<file path="src/rtl/cop_pkg.sv">
package cop_pkg;
    localparam int OP_W  = 16;
    localparam int DD_W  = 32;
    localparam int AW    = 4;

    localparam logic [AW-1:0] BA_OPA  = 4'd0;
    localparam logic [AW-1:0] BA_OPB  = 4'd2;
    localparam logic [AW-1:0] BA_PROD = 4'd4;
    localparam logic [AW-1:0] BA_DVD  = 4'd8;
    localparam logic [AW-1:0] BA_DVS  = 4'd12;

    localparam logic [1:0] SEL_CTRL = 2'd0;
    localparam logic [1:0] SEL_ADDR = 2'd1;
    localparam logic [1:0] SEL_DATA = 2'd2;
    localparam logic [1:0] SEL_NONE = 2'd3;

    typedef enum logic {DS_IDLE, DS_RUN} div_state_t;
endpackage

</file>
<file path="src/rtl/cop_port.sv">
module cop_port
    import cop_pkg::*;
#(
    parameter int A_W = OP_W,
    parameter int N_W = DD_W,
    parameter int D_W = OP_W
) (
    input  logic           clk,
    input  logic           rst_n,
    input  logic           wr,
    input  logic           rd,
    input  logic [1:0]     sel,
    input  logic [7:0]     wdata,
    output logic [AW-1:0]  addr,
    output logic [A_W-1:0] opa,
    output logic [A_W-1:0] opb,
    output logic [N_W-1:0] dvd,
    output logic [D_W-1:0] dvs
);
    localparam int AB = A_W / 8;
    localparam int NB = N_W / 8;
    localparam int DB = D_W / 8;

    logic win_acc;
    assign win_acc = (sel == SEL_DATA) && (wr || rd);

    always_ff @(posedge clk) begin
        if (!rst_n) begin
            addr <= '0;
            opa  <= '0;
            opb  <= '0;
            dvd  <= '0;
            dvs  <= '0;
        end else begin
            if (wr && sel == SEL_ADDR)
                addr <= wdata[AW-1:0];
            else if (win_acc)
                addr <= addr + 1'b1;
            if (wr && sel == SEL_DATA) begin
                for (int i = 0; i < AB; i++) begin
                    if (addr == BA_OPA + AW'(i)) opa[A_W-1-8*i -: 8] <= wdata;
                    if (addr == BA_OPB + AW'(i)) opb[A_W-1-8*i -: 8] <= wdata;
                end
                for (int i = 0; i < NB; i++)
                    if (addr == BA_DVD + AW'(i)) dvd[N_W-1-8*i -: 8] <= wdata;
                for (int i = 0; i < DB; i++)
                    if (addr == BA_DVS + AW'(i)) dvs[D_W-1-8*i -: 8] <= wdata;
            end
        end
    end

    // every window access steps the address by one, unless it is rewritten
    assert_addr_step_R3: assert property (@(posedge clk) disable iff (!rst_n)
        (win_acc && !(wr && sel == SEL_ADDR)) |=> addr == $past(addr) + 1'b1);
endmodule

</file>
<file path="src/rtl/cop_mul.sv">
module cop_mul #(
    parameter int A_W = 16,
    localparam int P_W = 2 * A_W
) (
    input  logic [A_W-1:0] a,
    input  logic [A_W-1:0] b,
    output logic [P_W-1:0] prod
);
    always_comb prod = P_W'($signed(a) * $signed(b));
endmodule

</file>
<file path="src/rtl/cop_div.sv">
module cop_div
    import cop_pkg::*;
#(
    parameter int N_W = DD_W,
    parameter int D_W = OP_W
) (
    input  logic           clk,
    input  logic           rst_n,
    input  logic           start,
    input  logic [N_W-1:0] dvd,
    input  logic [D_W-1:0] dvs,
    output logic           busy,
    output logic           done,
    output logic           zdiv,
    output logic [N_W-1:0] quo,
    output logic [D_W-1:0] rem
);
    localparam int CNT_W = $clog2(N_W);
    localparam logic [CNT_W-1:0] LAST = CNT_W'(N_W - 1);

    div_state_t state, nxt_state;
    logic [CNT_W-1:0] cnt;
    logic [N_W-1:0]   work, nxt_work;
    logic [D_W-1:0]   part, nxt_part, dsr, low;
    logic [D_W:0]     shifted, diff;
    logic             ge, neg_q, neg_r;

    assign busy = (state == DS_RUN);

    always_comb begin
        shifted  = {part, work[N_W-1]};
        diff     = shifted - {1'b0, dsr};
        ge       = shifted >= {1'b0, dsr};
        nxt_part = ge ? diff[D_W-1:0] : shifted[D_W-1:0];
        nxt_work = {work[N_W-2:0], ge};
    end

    always_comb begin
        nxt_state = state;
        unique case (state)
            DS_IDLE: if (start) nxt_state = DS_RUN;
            DS_RUN:  if (cnt == LAST) nxt_state = DS_IDLE;
        endcase
    end

    always_ff @(posedge clk) begin
        if (!rst_n) state <= DS_IDLE;
        else        state <= nxt_state;
    end

    always_ff @(posedge clk) begin
        if (!rst_n) begin
            cnt   <= '0;
            work  <= '0;
            part  <= '0;
            dsr   <= '0;
            low   <= '0;
            neg_q <= 1'b0;
            neg_r <= 1'b0;
            zdiv  <= 1'b0;
            done  <= 1'b1;
            quo   <= '0;
            rem   <= '0;
        end else begin
            unique case (state)
                DS_IDLE: if (start) begin
                    cnt   <= '0;
                    work  <= dvd[N_W-1] ? -dvd : dvd;
                    part  <= '0;
                    dsr   <= dvs[D_W-1] ? -dvs : dvs;
                    low   <= dvd[D_W-1:0];
                    neg_q <= dvd[N_W-1] ^ dvs[D_W-1];
                    neg_r <= dvd[N_W-1];
                    zdiv  <= (dvs == '0);
                    done  <= 1'b0;
                end
                DS_RUN: begin
                    cnt  <= cnt + 1'b1;
                    work <= nxt_work;
                    part <= nxt_part;
                    if (cnt == LAST) begin
                        done <= 1'b1;
                        quo  <= zdiv ? '1  : (neg_q ? -nxt_work : nxt_work);
                        rem  <= zdiv ? low : (neg_r ? -nxt_part : nxt_part);
                    end
                end
            endcase
        end
    end

    assert_start_clears_done_R6: assert property (@(posedge clk) disable iff (!rst_n)
        (!busy && start) |=> (busy && !done));
    assert_finish_sets_done_R7: assert property (@(posedge clk) disable iff (!rst_n)
        $fell(busy) |-> $rose(done));
    assert_zero_div_quotient_R9: assert property (@(posedge clk) disable iff (!rst_n)
        (done && zdiv) |-> (quo == '1));
    assert_restart_ignored_R10: assert property (@(posedge clk) disable iff (!rst_n)
        (busy && start && cnt != LAST) |=> (busy && cnt == $past(cnt) + 1'b1));
endmodule

</file>
<file path="src/rtl/muldiv_cop.sv">
module muldiv_cop
    import cop_pkg::*;
(
    input  logic       clk,
    input  logic       rst_n,
    input  logic       bus_wr,
    input  logic       bus_rd,
    input  logic [1:0] bus_sel,
    input  logic [7:0] bus_wdata,
    output logic [7:0] bus_rdata
);
    localparam int P_W = 2 * OP_W;

    logic [AW-1:0]   addr;
    logic [OP_W-1:0] opa, opb, dvs, rem;
    logic [DD_W-1:0] dvd, quo;
    logic [P_W-1:0]  prod;
    logic            busy, done, zdiv, start;
    logic [7:0]      win_byte;

    assign start = bus_wr && (bus_sel == SEL_CTRL) && bus_wdata[0];

    cop_port #(.A_W(OP_W), .N_W(DD_W), .D_W(OP_W)) u_port (
        .clk(clk), .rst_n(rst_n), .wr(bus_wr), .rd(bus_rd), .sel(bus_sel),
        .wdata(bus_wdata), .addr(addr), .opa(opa), .opb(opb), .dvd(dvd), .dvs(dvs)
    );

    cop_mul #(.A_W(OP_W)) u_mul (.a(opa), .b(opb), .prod(prod));

    cop_div #(.N_W(DD_W), .D_W(OP_W)) u_div (
        .clk(clk), .rst_n(rst_n), .start(start), .dvd(dvd), .dvs(dvs),
        .busy(busy), .done(done), .zdiv(zdiv), .quo(quo), .rem(rem)
    );

    always_comb begin
        win_byte = '0;
        for (int i = 0; i < OP_W / 8; i++) begin
            if (addr == BA_OPA + AW'(i)) win_byte = opa[OP_W-1-8*i -: 8];
            if (addr == BA_OPB + AW'(i)) win_byte = opb[OP_W-1-8*i -: 8];
            if (addr == BA_DVS + AW'(i)) win_byte = rem[OP_W-1-8*i -: 8];
        end
        for (int i = 0; i < P_W / 8; i++)
            if (addr == BA_PROD + AW'(i)) win_byte = prod[P_W-1-8*i -: 8];
        for (int i = 0; i < DD_W / 8; i++)
            if (addr == BA_DVD + AW'(i)) win_byte = quo[DD_W-1-8*i -: 8];
    end

    always_comb begin
        unique case (bus_sel)
            SEL_CTRL: bus_rdata = {5'b0, zdiv, done, busy};
            SEL_ADDR: bus_rdata = {{(8-AW){1'b0}}, addr};
            SEL_DATA: bus_rdata = win_byte;
            SEL_NONE: bus_rdata = 8'h00;
        endcase
    end

    assert_prod_sign_R4: assert property (@(posedge clk) disable iff (!rst_n)
        (opa != '0 && opb != '0) |-> (prod[P_W-1] == (opa[OP_W-1] ^ opb[OP_W-1])));
endmodule

</file>
<file path="config.mk">
export PLATFORM = sky130hd
export DESIGN_NAME = muldiv_cop
export DESIGN_NICKNAME = d
export VERILOG_FILES = /design/src/rtl/cop_pkg.sv /design/src/rtl/cop_port.sv /design/src/rtl/cop_mul.sv /design/src/rtl/cop_div.sv /design/src/rtl/muldiv_cop.sv
export SDC_FILE = /design/constraint.sdc
export NUM_CORES = 1
export LEC_CHECK = 0
export ABC_CLOCK_PERIOD_IN_PS = 15500
export BUFFER_PORTS_ARGS = -buffer_cell sky130_fd_sc_hd__buf_2
export CORE_ASPECT_RATIO = 0.75
export CORE_MARGIN = 4
export CORE_UTILIZATION = 55
export CTS_BUF_LIST = sky130_fd_sc_hd__clkbuf_2 sky130_fd_sc_hd__clkbuf_4 sky130_fd_sc_hd__clkbuf_8
export DETAILED_ROUTE_END_ITERATION = 7
export PLACE_DENSITY = 0.81
export SLEW_MARGIN = 20
export SYNTH_ARGS = -nofsm -noshare
export SYNTH_HDL_FRONTEND = slang
export SYNTH_SLANG_ARGS = --single-unit
</file>
<file path="constraint.sdc">
create_clock -name clk -period 15.5 [get_ports clk]
set_clock_uncertainty 0.1 [all_clocks]
set_input_delay 0.775 -clock clk [delete_from_list [all_inputs] [get_ports clk]]
set_output_delay 0.775 -clock clk [all_outputs]
set_load 0.01 [all_outputs]
</file>
# Word-level counts from Yosys, hierarchy flattened
# Cells that the tools add are included.
# totals
register_bits	222
input_bits	14
output_inout_bits	8
# op_classes
addsub	7
mul	1
order_cmp	1
n_eq_ne	19
mux	36
bitwise_logic	2
reduce_logical	23
# op_table
cell	count
$mux W32	4
$mux W8	14
$mux W16	5
$neg A32 Y32	2
$pmux W32 S2	1
$mul A16 B16 Y32	1
$neg A16 Y16	2
$pmux W16 S2	1
$pmux W8 S4	1
$reduce_and A2 Y1	13
$eq A4 B4 Y1 const B	6
$ge A17 B16 Y1	1
$eq A4 B3 Y1 const B	4
$logic_not A16 Y1	1
$sub A16 B16 Y16	1
$pmux W5 S2	1
$eq A4 B2 Y1 const B	2
$mux W4	2
$add A5 B1 Y5 const B	1
$eq A5 B5 Y1 const B	1
$logic_and A1 B1 Y1	5
$mux W5	1
$add A4 B1 Y4 const B	1
$eq A2 B2 Y1 const B	2
11 further kinds	16

# Longest topological paths before layout
# depth
word_depth	16
mapped_depth	26
mapped_depth_nobuf	24

# Hierarchy
# From an unflattened synthesis, not the netlist that was laid out.
# unflattened
cells_unflattened	2722
area_unflattened_um2	23186.0
# modules_own_cells
mod	instances	cells_per_inst	area_per_inst_um2	seq_area_each_um2
cop_mul	1	1076	9774.4	0.0
cop_div	1	1086	8680.8	2762.6
cop_port	1	314	3156.8	1681.6
muldiv_cop	1	246	1574.0	0.0

# Worst setup path after synthesis
# Ideal clock, no wire load.
# synth_path
kind	reg2out
from	register u_port.opa[15]
to	output bus_rdata[6]
arrival_ns	6.342
required_time_ns	14.625
path_slack_ns	8.283
stages_incl_launch_ff	26
path_buffers	3
path_cell_list	dfxtp_1 > clkbuf_1 > clkbuf_1 > nand2_1 > fa_1 > inv_1 > fa_1 > inv_1 > fa_1 > fa_1 > inv_1 > fa_1 > inv_1 > fa_1 > inv_1 > ha_1 > clkbuf_1 > a21o_1 > a21oi_1 > o21bai_1 > a21o_1 > a21oi_1 > a31oi_1 > o21a_1 > o31ai_1 > a21oi_1
# synth_via
elab_chain_len	10
# synth_rtl
element	line_no	text
start: declaration	cop_port.sv:15	output logic [A_W-1:0] opa,
start signal: indexed assignment	cop_port.sv:41	if (addr == BA_OPA + AW'(i)) opa[A_W-1-8*i -: 8] <= wdata;
$mul A16 B16 Y32 *	cop_mul.sv:9	always_comb prod = P_W'($signed(a) * $signed(b));
$mux W8	muldiv_cop.sv:43	if (addr == BA_PROD + AW'(i)) win_byte = prod[P_W-1-8*i -: 8];
$mux W8 * (3 in a row)	muldiv_cop.sv:43	
$mux W8 * (4 in a row)	muldiv_cop.sv:45	if (addr == BA_DVD + AW'(i)) win_byte = quo[DD_W-1-8*i -: 8];
$pmux W8 S4 *	muldiv_cop.sv:49	unique case (bus_sel)
end: declaration	muldiv_cop.sv:10	output logic [7:0] bus_rdata
# Mark *: on every way between the ends. The rest lies on a longest branch, timed or not.

# Worst setup path in the final report
# layout_path
from	register u_port.opb[2]
to	output bus_rdata[7]
# layout_via
elab_chain_len	10
# layout_rtl
element	line_no	text
start: declaration	cop_port.sv:16	output logic [A_W-1:0] opb,
start signal: indexed assignment	cop_port.sv:42	if (addr == BA_OPB + AW'(i)) opb[A_W-1-8*i -: 8] <= wdata;
$mul A16 B16 Y32 *	cop_mul.sv:9	
$mux W8 (3 in a row)	muldiv_cop.sv:43	
$mux W8 *	muldiv_cop.sv:43	
$mux W8 * (4 in a row)	muldiv_cop.sv:45	
$pmux W8 S4 *	muldiv_cop.sv:49	
# Marks and branches as above.

==> summary.md <==
| Metric | Value |
|---|---|
| Status | finished clean |
| Crit-path cells | and2_1, inv_1, fa_1, inv_1, fa_1, inv_1, fa_1, fa_1, fa_1, fa_1, inv_1, ha_1, a21o_1, a21oi_1, nor2_1, nor2_1, o21bai_1, a21oi_1, o21ai_0, a211oi_1, mux2i_1, a211o_1, buf_2 |
| Final setup vio count | 0 |
| RSZ-0062 raised after global routing | no |
| Num CTS Buffers | 35 |
| Fin. Hold Viols | 0 |
| Seq cells post-synth | about 220 |
| Async SR Flop Fraction | 0 |
| Adder-Cell Fraction of Synth Area | 0.2910 |
| Area contributors post-synth | fa_1, dfxtp_1, nand2_1, ha_1, inv_1 |
| Final WL | around 65000 um |
| Crit. End Element | primary output |
| Hold_buf cts | 0 |
| Post-cts resize count | 0 |
| Worst EP arrival | between 7 and 8 ns |
| DR vias/cell | just over 6 |
| Synth Area in XOR/XNOR | 0.04892 |
| Synthesized area per cell | a little over 8 sq um |
| Total of max-cap violations | 0 |
| Setup CP Type | reg -> out |
| Crit-path max cell delay | 0.91 ns |
| CORE AREA | around 41000 sq um |
| IO Pins | 22 |
| Maximum root-to-sink buffer count | 3 |
| Die ar. | around 45000 sq um |
| Worst-Margin Slew | approximately 1.1 ns |
| Crit share post-route | 0.5702 |
| Detailed Routing Iterations Pass 1 | 6 |
| Most area-hungry cell type in the Yosys netlist | fa_1 |
| GRT Residual Overflow | 0 |
| Critical path required time | ~15 ns |
| Post-synthesis mux area share | 0.01722 |
| Worst reg2reg endpoint | u_div.quo[28]$_SDFFE_PN0P_ |
| Synth-to-Final Area Change | 4.771% |
| CTS root buf | clkbuf_8 |
| Starting Density | 0.5567 |
| Share of layout cells above drive strength 1 | 0.04496 |
| Final WS setup | approximately 6.7 ns |
| Mapped Area | around 23000 sq um |
| Synth Flop Type | dfxtp_1 |
| LEAKAGE | 10.70 nW |
| HPWL after DPL | 48780 um |
| Post-synth EDFFs | 0 |
| DR vias | about 20000 |
| Crit path max-delay family | adder cells |
| Post-Synth Simple-Gate Area | 0.1894 |
| Yosys top cell area share | 0.2316 |
| First-pass GRT wire length | about 100000 um |
| GPL Wtd Cong | between 0.9 and 1 |
| Reg2reg setup slack | 9.66 ns |
| Main combinational cell family by area after synthesis | adder cells |
| Worst r2r src | u_div.part[6]$_SDFFE_PN0P_ |
| Port bufs | 21 |
| Sequential fraction of the synthesis area | 0.1955 |
| Cell area after layout | ~24000 sq um |
| Largest net degree at the start of global routing | between 100 and 150 |
| Dpl ws | between 7 and 8 ns |
| Antenna Cells | 0 |
| Post-layout utilization of the core | 0.5833 |
| Max VDD drop | slightly below 0.08 mV |
| Post-Syn Nets | between 3000 and 4000 |
| Worst hold path cell count | 1 |
| Routed wire per std cell | slightly above 20 um |
| Startpoint types | flip-flop |
| DP Area | roughly 23000 sq um |
| Hold EP | u_div.cnt[3]$_SDFFE_PN0P_ |
| Row cnt | 64 |
| Post-layout min period | around 9 ns |
| Gr usage total | 0.2924 |
| Hold Startpoint | u_div.cnt[3]$_SDFFE_PN0P_ |
| Relative slew slack | 0.2456 |
| Post-route setup TNS | 0 ns |
| Vias in the first global route | roughly 19000 |
| Layout Nets | 3049 |
| Fmax | around 110 MHz |
| Total power draw | 1.469 mW |
| Buffers & Inverters on Critical Path | 5 |
| CP max stage cell | fa_1 |
| Setup bufs post-CTS | 0 |
| Initial antenna violation count | 1 |
| Die Wd | about 240 um |
| Ys Warns | 0 |
| Compound-Gate Fraction of Synth Area | 0.1726 |
| Crit-path max FO | 18 |
| Reg2Reg Depth | 15 |
| Netlist cell types | 73 |
| Routed Antenna Nets | 0 |
| Clk sink count | around 220 |
| Clk slew on worst S/H paths | ~0.070 ns |
| PwrDens | between 60 and 70 nW/um^2 |
| Die Ht | 184.1 um |
| HP Class | reg -> reg |
| Most numerous cell on the critical path | fa_1 |
| CTS tree | yes |
| Final Max Tran Viols | 0 |
| Residual DRC | 0 |
| Worst-Skew Late Latency | around 0.58 ns |
| Initial drt markers | about 2300 |
| Post-synthesis cell count | roughly 2800 |
| CTS H-Tree Depth | 2 |
## synth_stat cells, types with 5 or more instances
library cell,count
nand2_1,416
inv_1,354
fa_1,263
dfxtp_1,222
clkbuf_1,153
and2_1,139
a21oi_1,132
nor2_1,118
o21ai_0,111
ha_1,108
a21boi_0,93
xor2_1,76
nor2b_1,63
xnor2_1,51
a211oi_1,48
mux2i_1,38
nand3_1,38
o31ai_1,28
and3_1,26
o211a_1,25
nor3_1,20
a21o_1,18
o41ai_1,18
o21a_1,16
nand2b_1,14
o211ai_1,14
or4_1,12
nor4_1,10
a222oi_1,8
a31oi_1,8
o21bai_1,8
o22ai_1,8
a22oi_1,7
buf_1,7
o221ai_1,7
or2_2,7
nand4_1,6
or3_1,6
a221oi_1,5
nor3b_1,5
## state kept, by name, summed over array words and instances, names as in the netlist
register     cells
u_div.quo       32
u_div.work      32
u_port.dvd      32
u_div.dsr       16
u_div.low       16
u_div.part      16
u_div.rem       16
u_port.dvs      16
u_port.opa      16
u_port.opb      16
u_div.cnt        5
u_port.addr      4
u_div.busy       1
u_div.done       1
u_div.neg_q      1
u_div.neg_r      1
u_div.zdiv       1
## layer usage
metal | vias up | share of wire | track usage
met1 | 9674 | 0.43 | 0.4267
met3 | 161 | 0.12 | 0.07377
li1 | 8846 | - | -
met4 | 2 | 0.035 | 0.09091
met2 | 1042 | 0.41 | 0.4292
met5 | - | 0.00020 | 0
## report_power, final
group	internal, mW	switching, mW	total (mW)
Combinational	0.0943	0.179	0.273
Clock	0.342	0.260	0.602
Sequential	0.578	0.0156	0.594
## worst reg2reg max path, delay by kind of cell (launching register included)
family                     cells  cell delay, ns
buffers and inverters          1            0.77
AOI/OAI and AO/OA              4            1.58
and+or+nand+nor                7            1.88
adders and majority gates      2            0.67
DFF                            1            0.50
xor gates and xnor gates       1            0.20
## worst max-delay path by stage
| stage | startpoint | to | slack [ns] | cells after the start |
|---|---|---|---|---|
| 2_1_floorplan | u_port.opa[15]$_SDFFE_PN0P_ | bus_rdata[6] | 8.28 | 25 |
| 3_3_place_gp | u_port.opb[2]$_SDFFE_PN0P_ | bus_rdata[7] | 7.55 | 23 |
| 3_5_place_dp | u_port.opb[2]$_SDFFE_PN0P_ | bus_rdata[7] | 7.40 | 23 |
| 4_1_cts | u_port.opb[2]$_SDFFE_PN0P_ | bus_rdata[7] | 6.76 | 23 |
| 5_1_grt | u_port.opb[2]$_SDFFE_PN0P_ | bus_rdata[5] | 6.29 | 23 |
| 6_report | u_port.opb[2]$_SDFFE_PN0P_ | bus_rdata[7] | 6.66 | 23 |
## cell type report
class / instances / area [sq um]
clock inverter: 12 / 166.4
multi-input combinational: 2019 / 16370
clock buffer: 52 / 659.4
sequential: 222 / 4446
tap: 528 / 660.6
timing repair buffer: 32 / 190.2
inverter: 354 / 1329
fill: 3573 / 17020
## per-stage QoR
stage / hold WS, ns / instances
2_1_floorplan: 0.3117 / 2757
3_3_place_gp: 0.3217 / 3155
3_5_place_dp: 0.3360 / 3155
4_1_cts: 0.3437 / 3219
5_1_grt: 0.3645 / 3219
6_report: 0.3495 / 3219
## logic make-up (layout without fill, tap and decap cells)
group                      Yosys count  after routing
AOI/OAI and AO/OA                  582            582
xor gates and xnor gates           127            127
adders and majority gates          371            371
buffers and inverters              516            450
DFF                                222            222
muxes                               39             39
and+or+nand+nor                    900            900
## cells in the final DEF, fill, tap and decap left out, drive strengths merged, types with 10 or more instances in the layout
cell type	synthesis	final
nand2	416	416
inv	354	355
fa	263	263
dfxtp	222	222
and2	140	140
a21oi	132	132
nor2	118	118
o21ai	111	111
ha	108	108
a21boi	94	94
xor2	76	76
nor2b	63	63
clkbuf	153	52
xnor2	51	51
a211oi	48	48
nand3	38	38
mux2i	38	38
buf	9	32
o31ai	29	29
and3	26	26
o211a	25	25
nor3	20	20
a21o	18	18
o41ai	18	18
o21a	16	16
o211ai	15	15
nand2b	14	14
or4	14	14
nor4	10	10
or3	10	10
Note: power is estimated with default switching activity, not from simulation.
